**src/rtl/irq_agg_pkg.sv**
```systemverilog
package irq_agg_pkg;
  typedef enum logic [1:0] {
    SEL_EVT  = 2'd0,
    SEL_MASK = 2'd1,
    SEL_MODE = 2'd2,
    SEL_STAT = 2'd3
  } reg_sel_e;

  localparam int MODE_EN_BIT   = 0;
  localparam int MODE_TRAP_BIT = 1;
endpackage

```
**src/rtl/irq_evt_bank.sv**
```systemverilog
module irq_evt_bank #(
  parameter int NUM_SRC = 8,
  parameter logic [NUM_SRC-1:0] LEVEL_MAP = '0
) (
  input  logic               clk,
  input  logic               rst,
  input  logic [NUM_SRC-1:0] set_in,
  input  logic [NUM_SRC-1:0] clr_in,
  output logic [NUM_SRC-1:0] ev_q
);
  for (genvar i = 0; i < NUM_SRC; i++) begin : g_bit
    if (LEVEL_MAP[i]) begin : g_level
      always_ff @(posedge clk) begin
        if (rst) ev_q[i] <= 1'b0;
        else     ev_q[i] <= set_in[i];
      end
    end else begin : g_sticky
      always_ff @(posedge clk) begin
        if (rst)            ev_q[i] <= 1'b0;
        else if (set_in[i]) ev_q[i] <= 1'b1;
        else if (clr_in[i]) ev_q[i] <= 1'b0;
      end


      sticky_set_chk: assert property (@(posedge clk) disable iff (rst)
        set_in[i] |=> ev_q[i]);


      sticky_hold_chk: assert property (@(posedge clk) disable iff (rst)
        (ev_q[i] && !clr_in[i]) |=> ev_q[i]);
    end
  end
endmodule

```
**src/rtl/irq_mask_bank.sv**
```systemverilog
module irq_mask_bank #(
  parameter int NUM_SRC = 8
) (
  input  logic               clk,
  input  logic               rst,
  input  logic [NUM_SRC-1:0] set_code,
  input  logic [NUM_SRC-1:0] clr_code,
  output logic [NUM_SRC-1:0] mask_q
);
  for (genvar i = 0; i < NUM_SRC; i++) begin : g_bit
    always_ff @(posedge clk) begin
      if (rst) mask_q[i] <= 1'b0;
      else if (set_code[i] && !clr_code[i]) mask_q[i] <= 1'b1;
      else if (clr_code[i] && !set_code[i]) mask_q[i] <= 1'b0;
    end


    mask_set_chk: assert property (@(posedge clk) disable iff (rst)
      (set_code[i] && !clr_code[i]) |=> mask_q[i]);


    mask_both_chk: assert property (@(posedge clk) disable iff (rst)
      (set_code[i] == clr_code[i]) |=> $stable(mask_q[i]));
  end
endmodule

```
**src/rtl/irq_pres_trap.sv**
```systemverilog
module irq_pres_trap (
  input  logic clk,
  input  logic rst,
  input  logic mod_removed,
  input  logic mode_wr,
  input  logic en_wval,
  input  logic trap_wval,
  output logic change,
  output logic removed_q,
  output logic trap_en_q,
  output logic trap_q
);
  assign change = (mod_removed != removed_q);

  always_ff @(posedge clk) begin
    if (rst) begin
      removed_q <= 1'b0;
      trap_en_q <= 1'b0;
      trap_q    <= 1'b0;
    end else begin
      removed_q <= mod_removed;
      if (mode_wr) trap_en_q <= en_wval;
      if (change && trap_en_q)     trap_q <= 1'b1;
      else if (mode_wr && !trap_wval) trap_q <= 1'b0;
    end
  end


  pres_status_chk: assert property (@(posedge clk) disable iff (rst)
    change |=> (removed_q != $past(removed_q)));


  trap_raise_chk: assert property (@(posedge clk) disable iff (rst)
    (change && trap_en_q) |=> trap_q);


  trap_stay_low_chk: assert property (@(posedge clk) disable iff (rst)
    (!trap_q && !change) |=> !trap_q);
endmodule

```
**src/rtl/irq_event_agg.sv**
```systemverilog
module irq_event_agg
  import irq_agg_pkg::*;
#(
  parameter int NUM_SRC = 8,
  parameter logic [NUM_SRC-1:0] LEVEL_MAP = 8'b0000_0001,
  parameter int PRES_IDX = 1,
  localparam int DW = 2 * NUM_SRC
) (
  input  logic               clk,
  input  logic               rst,
  input  logic [NUM_SRC-1:0] src_in,
  input  logic               mod_removed,
  input  logic               reg_wr,
  input  logic [1:0]         reg_addr,
  input  logic [DW-1:0]      reg_wdata,
  output logic [DW-1:0]      reg_rdata,
  output logic               cpu_irq
);
  reg_sel_e sel;
  assign sel = reg_sel_e'(reg_addr);

  logic               wr_evt, wr_mask, wr_mode;
  logic [NUM_SRC-1:0] ev_set, ev_clr, ev_q;
  logic [NUM_SRC-1:0] m_set, m_clr, mask_q;
  logic               pres_chg, removed_q, trap_en_q, trap_q;

  assign wr_evt  = reg_wr && (sel == SEL_EVT);
  assign wr_mask = reg_wr && (sel == SEL_MASK);
  assign wr_mode = reg_wr && (sel == SEL_MODE);

  always_comb begin
    ev_set = src_in;
    ev_set[PRES_IDX] = src_in[PRES_IDX] | pres_chg;
    ev_clr = wr_evt ? reg_wdata[NUM_SRC-1:0] : '0;
  end

  for (genvar i = 0; i < NUM_SRC; i++) begin : g_code
    assign m_clr[i] = wr_mask && reg_wdata[2*i];
    assign m_set[i] = wr_mask && reg_wdata[2*i+1];
  end

  irq_evt_bank #(.NUM_SRC(NUM_SRC), .LEVEL_MAP(LEVEL_MAP)) evt_i (
    .clk(clk), .rst(rst), .set_in(ev_set), .clr_in(ev_clr), .ev_q(ev_q));

  irq_mask_bank #(.NUM_SRC(NUM_SRC)) mask_i (
    .clk(clk), .rst(rst), .set_code(m_set), .clr_code(m_clr), .mask_q(mask_q));

  irq_pres_trap pres_i (
    .clk(clk), .rst(rst), .mod_removed(mod_removed), .mode_wr(wr_mode),
    .en_wval(reg_wdata[MODE_EN_BIT]), .trap_wval(reg_wdata[MODE_TRAP_BIT]),
    .change(pres_chg), .removed_q(removed_q), .trap_en_q(trap_en_q),
    .trap_q(trap_q));

  assign cpu_irq = |(ev_q & mask_q);

  always_comb begin
    reg_rdata = '0;
    unique case (sel)
      SEL_EVT:  reg_rdata[NUM_SRC-1:0] = ev_q;
      SEL_MASK: reg_rdata[NUM_SRC-1:0] = mask_q;
      SEL_MODE: begin
        reg_rdata[MODE_EN_BIT]   = trap_en_q;
        reg_rdata[MODE_TRAP_BIT] = trap_q;
      end
      SEL_STAT: reg_rdata[0] = removed_q;
    endcase
  end


  pres_event_chk: assert property (@(posedge clk) disable iff (rst)
    pres_chg |=> ev_q[PRES_IDX]);


  irq_masked_chk: assert property (@(posedge clk) disable iff (rst)
    (mask_q == '0) |-> !cpu_irq);
endmodule

```
**config.mk**
```make
export PLATFORM = sky130hd
export DESIGN_NAME = irq_event_agg
export DESIGN_NICKNAME = d
export VERILOG_FILES = /design/src/rtl/irq_agg_pkg.sv /design/src/rtl/irq_evt_bank.sv /design/src/rtl/irq_mask_bank.sv /design/src/rtl/irq_pres_trap.sv /design/src/rtl/irq_event_agg.sv
export SDC_FILE = /design/constraint.sdc
export NUM_CORES = 1
export LEC_CHECK = 0
export ABC_AREA = 1
export BUFFER_PORTS_ARGS = -buffer_cell sky130_fd_sc_hd__clkbuf_2
export CORE_ASPECT_RATIO = 2
export CORE_MARGIN = 2
export CORE_UTILIZATION = 45
export CTS_BUF_LIST = sky130_fd_sc_hd__clkbuf_8
export DETAILED_ROUTE_END_ITERATION = 6
export HOLD_SLACK_MARGIN = 0.02
export PLACE_DENSITY = 0.83
export SLEW_MARGIN = 10
export SYNTH_ARGS = -nofsm -noshare
export SYNTH_HDL_FRONTEND = slang
export SYNTH_SLANG_ARGS = --single-unit
```
**constraint.sdc**
```tcl
create_clock -name clk -period 1.9 [get_ports clk]
set_input_delay 0.285 -clock clk [delete_from_list [all_inputs] [get_ports clk]]
set_output_delay 0.285 -clock clk [all_outputs]
set_load 0.005 [all_outputs]
```
# Word-level counts from Yosys, hierarchy flattened
# Cells that the tools add are included.
[totals]
ff_bits = 19
inputBits = 30
[op_classes]
eq_ne = 4
muxes = 36
bitwise_logic = 2
n_reduce_logical = 72
[op_table]
columns = ["operator", "n"]
rows = [
  ["logical AND 1 bit", 37],
  ["2-to-1 mux 1 bit", 32],
  ["nonzero test 2 bit", 16],
  ["zero test 1 bit", 17],
  ["case mux 6 bit (2 select lines)", 1],
  ["AND 8 bit", 1],
  ["2-to-1 mux 8 bit", 1],
  ["OR reduction 8 bit", 1],
  ["equality test 2 bit (second input constant)", 2],
  ["case mux 1 bit (4 select lines)", 1],
  ["case mux 1 bit (3 select lines)", 1],
  ["equality test 2 x 1 -> 1 bit (second input constant)", 1],
  ["zero test 2 bit", 1],
  ["inequality test 1 bit", 1],
  ["OR 1 bit", 1],
]

# Logic depth before layout (Yosys ltp)
[logic_depth]
depth_word = 7
mapped_depth = 8

# Hierarchy
# Synthesis repeated with hierarchy kept, for this count alone.
[hier_totals]
cells_unflattened = 221
area_unflattened_um2 = 1400.1
[modules_own_cells]
columns = ["mod", "n_inst", "cells_per_inst", "area_per_inst_um2", "seq_area_each_um2"]
rows = [
  ["irq_event_agg", 1, 101, 501.7, 0.0],
  ["irq_mask_bank", 1, 65, 444.2, 160.2],
  ["irq_evt_bank", 1, 39, 326.6, 160.2],
  ["irq_pres_trap", 1, 16, 127.6, 60.1],
]

# Worst setup path after synthesis
# OpenSTA, ideal clock, no wires.
[synth_timing]
path_type = "in2reg"
startpoint = "input port reg_addr[1]"
endpoint = "register mask_i.mask_q[0]"
arrival_ps = 1290
required_ps = 1783
setup_slack_ps = 493
stages = 8
cell_sequence = "buf_6 -> nor2_8 -> nand2_4 -> inv_2 -> nand2_1 -> ha_1 -> mux2i_1 -> nor2_1"
[synth_between]
elab_chain_len = 6
word_cells_on_any_way = 10
classes_between = "eq/ne: 1; mux: 1; reduce/logical: 8"
[synth_lines]
columns = ["item", "line", "text"]
rows = [
  ["start: declaration", "irq_event_agg.sv:14", "input logic [1:0] reg_addr,"],
  ["equality test 2 x 1 -> 1 bit (*)", "irq_event_agg.sv:28", "assign wr_mask = reg_wr && (sel == SEL_MASK);"],
  ["logical AND 1 bit (*)", "irq_event_agg.sv:28", ""],
  ["logical AND 1 bit (on tied branches)", "irq_event_agg.sv:38, irq_event_agg.sv:39", ""],
  ["zero test 1 bit (on tied branches)", "irq_mask_bank.sv:13, irq_mask_bank.sv:14", ""],
  ["logical AND 1 bit (on tied branches)", "irq_mask_bank.sv:13, irq_mask_bank.sv:14", ""],
  ["2-to-1 mux 1 bit / nonzero test 2 bit (equally long branches)", "--", ""],
  ["end signal: indexed assignment", "irq_mask_bank.sv:12", "if (rst) mask_q[i] <= 1'b0;"],
  ["end signal: indexed assignment", "irq_mask_bank.sv:13", "else if (set_code[i] && !clr_code[i]) mask_q[i] <= 1'b1;"],
  ["end signal: indexed assignment", "irq_mask_bank.sv:14", "else if (clr_code[i] && !set_code[i]) mask_q[i] <= 1'b0;"],
  ["end: declaration", "irq_mask_bank.sv:8", "output logic [NUM_SRC-1:0] mask_q"],
]
# Every way passes the cells marked *; elsewhere a longest branch is shown, timed or not.
# A chain may end at the register's enable or synchronous reset.

# Final worst setup path
[layout_timing]
startpoint = "input port reg_addr[1]"
endpoint = "output port reg_rdata[3]"
[layout_between]
elab_chain_len = 2
word_cells_on_any_way = 3
classes_between = "eq/ne: 1; mux: 1; reduce/logical: 1"
[layout_lines]
columns = ["item", "line", "text"]
rows = [
  ["equality test 2 x 1 -> 1 bit / zero test 2 bit (equally long branches)", "irq_event_agg.sv:58", "unique case (sel)"],
  ["case mux 6 bit (2 select lines) (*)", "irq_event_agg.sv:58", ""],
  ["end: declaration", "irq_event_agg.sv:16", "output logic [DW-1:0] reg_rdata,"],
]
# Marked as above.

==> Implementation_results.wiki <==
{| class="wikitable"
! Metric !! Value
|-
| Status || finished clean
|-
| Switching power || 229 uW
|-
| CTS tree || yes
|-
| Insertion delay of the later-clocked pin in the worst-skew pair || 0.25 ns
|-
| Root Buffer || sky130_fd_sc_hd__clkbuf_8
|-
| Type of the tightest min-delay check || in2reg
|-
| Total buffers and inverters traversed by the critical path || 3
|-
| Ordered list of cells on the worst path || clkbuf_2, nor2_4, inv_2, o22ai_1, clkbuf_2
|-
| Mean routed wirelength per cell || 12.3 um
|-
| Total congestion overflow || 0
|-
| Worst supply voltage drop on vdd || 0.685 mV
|-
| Share of total power in the clock network || 32.8%
|-
| Cell type group with the largest total delay on the critical path || buffers and inverters
|-
| Data arrival time of the critical path || 1.23 ns
|-
| Critical path startpoint category || input pin
|-
| Global-route wire length before repair || 4520 um
|-
| Hold_buf cts || 0
|-
| TritonCTS buffer count || 3
|-
| Clock Sinks || 19
|-
| Vias after detailed routing || 1135
|-
| Critical path peak fanout || 14
|-
| Total number of nets in the final design || 234
|-
| Quantity of gates resized following cts || 0
|-
| GRT Util Overall || 20.5%
|-
| Buffer depth of the longest clock path || 2
|-
| Post-Route Setup TNS || 0 ns
|-
| Hold WS || 0.210 ns
|-
| DPL Wire Length || 2150 um
|-
| Number of global-route vias before repair || 1092
|-
| Power density normalized to cell area || 618 mW/mm2
|-
| Leakage Power || 0.742 nW
|-
| Most frequent cells in the layout || sky130_fd_sc_hd__clkbuf_2 (38), sky130_fd_sc_hd__nand2_1 (28), sky130_fd_sc_hd__nor2_1 (27)
|-
| Share of post-route cells with drive strength above 1 || 25.6%
|-
| Final count of hold timing violations || 0
|-
| Combinational fraction of design power || 16.9%
|-
| Initial DRT Pass Iterations || 4
|-
| Post-Synthesis Cells || 158
|-
| Final Power || 850 uW
|-
| Part of the cycle the worst path needs || 79.9%
|-
| Netlist area before placement || 0.00117 mm2
|-
| ANT nets after route || 0
|-
| Leading cell type in the layout, fill and taps excluded || sky130_fd_sc_hd__clkbuf_2
|-
| Leading area contributor after synthesis || sky130_fd_sc_hd__dfxtp_1
|-
| Initial drt markers || 34
|-
| Internal power component || 621 uW
|-
| Switching share of power || 27.0%
|-
| Max Transition Viols Final || 0
|-
| Fmax || 0.659 GHz
|-
| Shortest clock period the worst path allows after layout || 1.52 ns
|-
| Count of boundary I/O pins || 47
|-
| Area share of the largest cell type after synthesis || 32.5%
|-
| GPL Wtd Cong || 0.823
|-
| Top cells by area, synth || sky130_fd_sc_hd__dfxtp_1 (33%), sky130_fd_sc_hd__nand2_1 (9.0%), sky130_fd_sc_hd__nor2_1 (8.7%)
|-
| Seq cells post-synth || 19
|-
| Post-Route Skew || 0.00384 ns
|-
| Sequential cell area fraction in the yosys report || 32.5%
|-
| Element type at the critical path end || output port
|-
| Clock-pin transition on the worst setup and hold timing paths || 0.07 ns
|-
| Largest net degree at the start of global routing || 20
|-
| Horizontal die dimension || 40.0 um
|-
| Count of cell types in the netlist || 22
|-
| Cell with the largest stage delay on the worst path || sky130_fd_sc_hd__nor2_4
|-
| Yosys warning count || 0
|-
| Antenna fix cells || 0
|-
| DRC violation count after routing || 0
|-
| Most Frequent Cell on Critical Path || sky130_fd_sc_hd__clkbuf_2
|-
| Flop pwr share || 50.3%
|-
| Critical Setup Path Class || in2out
|-
| Post-CTS Setup Bufs || 0
|-
| Max-cap violations || 0
|-
| Die Span Y || 76.1 um
|-
| Count of input and output buffers || 38
|-
| Number of H-tree branching levels || 1
|-
| Starting utilization of the core area || 46.7%
|-
| Final number of setup-violating endpoints || 0
|-
| Layout area overhead || 17.7%
|-
| Die outline area || 0.00305 mm2
|-
| Via/cell ratio || 5.09
|-
| Average footprint of a synthesized cell || 7.40 um2
|-
| Required @ worst endpoint || 1.62 ns
|-
| Placeable core region || 0.00250 mm2
|-
| Setup repair after global routing missed its margin || no
|-
| Total routed wirelength || 2740 um
|-
| Critical Path Max Stage Delay || 0.37 ns
|-
| Count of standard-cell rows || 26
|-
| Initial antenna violation count || 0
|}
## stage by stage
stage               std cells  cell area (um2)  setup slack [ns]  utilization [%]
finish                    223             1380             0.382             54.9
detailed placement        219             1330             0.233             53.1
global placement          219             1330             0.270             53.1
CTS                       223             1380             0.386             54.9
global route              223             1380             0.293             54.9
floorplan                 165             1190             0.493                -
## sequential cells by signal, summed over array words and instances (netlist names)
| signal | count |
|---|---|
| pres_i.removed_q | 1 |
| mask_i.mask_q | 8 |
| evt_i.ev_q | 8 |
| pres_i.trap_q | 1 |
| pres_i.trap_en_q | 1 |
## power by group through the flow
stage               registers (mW)  logic (mW)  clock network (mW)
finish                       0.427       0.144               0.279
floorplan                    0.433       0.101                   0
detailed placement           0.437       0.144                   0
global placement             0.436       0.142                   0
CTS                          0.427       0.144               0.284
global route                 0.429       0.164               0.291
## worst register-to-register path: stages (launching register included)
cell	delay (ns)
sky130_fd_sc_hd__dfxtp_1	0.35
sky130_fd_sc_hd__inv_1	0.05
sky130_fd_sc_hd__nand2_1	0.05
sky130_fd_sc_hd__nand2_1	0.07
sky130_fd_sc_hd__nor2_1	0.09
sky130_fd_sc_hd__a21oi_1	0.06
## routing by layer
| metal | GRT usage, % | share of wire [%] | up-vias |
|---|---|---|---|
| met2 | 37.1 | 56 | 39 |
| met3 | 1.75 | 5.2 | 8 |
| li1 | - | - | 568 |
| met1 | 21.2 | 36 | 520 |
| met4 | 8.97 | 3.2 | 0 |
| met5 | 0 | 0 | - |
## logic make-up after synthesis
logic type,after synthesis,share of synthesized area [%]
and+or+nand+nor,73,28.9
muxes,6,5.14
DFF,19,32.5
other,1,0.321
AOI/OAI and AO/OA,19,10.1
buffers and inverters,32,14.5
adders and majority gates,8,8.57
## cell usage after synthesis
| master | number |
|---|---|
| sky130_fd_sc_hd__nor2_4 | 1 |
| sky130_fd_sc_hd__nor2_1 | 27 |
| sky130_fd_sc_hd__nor2_8 | 1 |
| sky130_fd_sc_hd__o21ai_0 | 2 |
| sky130_fd_sc_hd__inv_2 | 3 |
| sky130_fd_sc_hd__nand3_1 | 10 |
| sky130_fd_sc_hd__nand3_2 | 2 |
| sky130_fd_sc_hd__a211oi_1 | 2 |
| sky130_fd_sc_hd__conb_1 | 1 |
| sky130_fd_sc_hd__nand2_1 | 28 |
| sky130_fd_sc_hd__buf_6 | 2 |
| sky130_fd_sc_hd__nand2_4 | 1 |
| sky130_fd_sc_hd__ha_1 | 8 |
| sky130_fd_sc_hd__buf_2 | 3 |
| sky130_fd_sc_hd__inv_1 | 16 |
| sky130_fd_sc_hd__buf_4 | 8 |
| sky130_fd_sc_hd__o22ai_1 | 2 |
| sky130_fd_sc_hd__nand4_1 | 3 |
| sky130_fd_sc_hd__a22o_1 | 4 |
| sky130_fd_sc_hd__dfxtp_1 | 19 |
| sky130_fd_sc_hd__a21oi_1 | 9 |
| sky130_fd_sc_hd__mux2i_1 | 6 |
## worst paths after layout
path         slack, ns  depth (start not counted)                         end                        start
min               0.21                          3    evt_i.ev_q[0]$_SDFF_PP0_                    src_in[0]
max               0.38                          5                reg_rdata[3]                  reg_addr[1]
min reg2reg       0.46                          2  pres_i.trap_q$_SDFFE_PP0P_   pres_i.trap_q$_SDFFE_PP0P_
max reg2reg       1.11                          5  evt_i.ev_q[1]$_SDFFE_PP0P_  pres_i.removed_q$_SDFF_PP0_
## layout make-up
type | count | area (um2)
clock buffers | 3 | 41.3
well taps | 28 | 35.0
inverters | 19 | 71.3
flip-flops and latches | 19 | 380
clock inverters | 1 | 3.75
repair buffers | 39 | 198
fillers | 257 | 1130
multi-input cells | 114 | 646
Power figures use the tool's default switching activity.
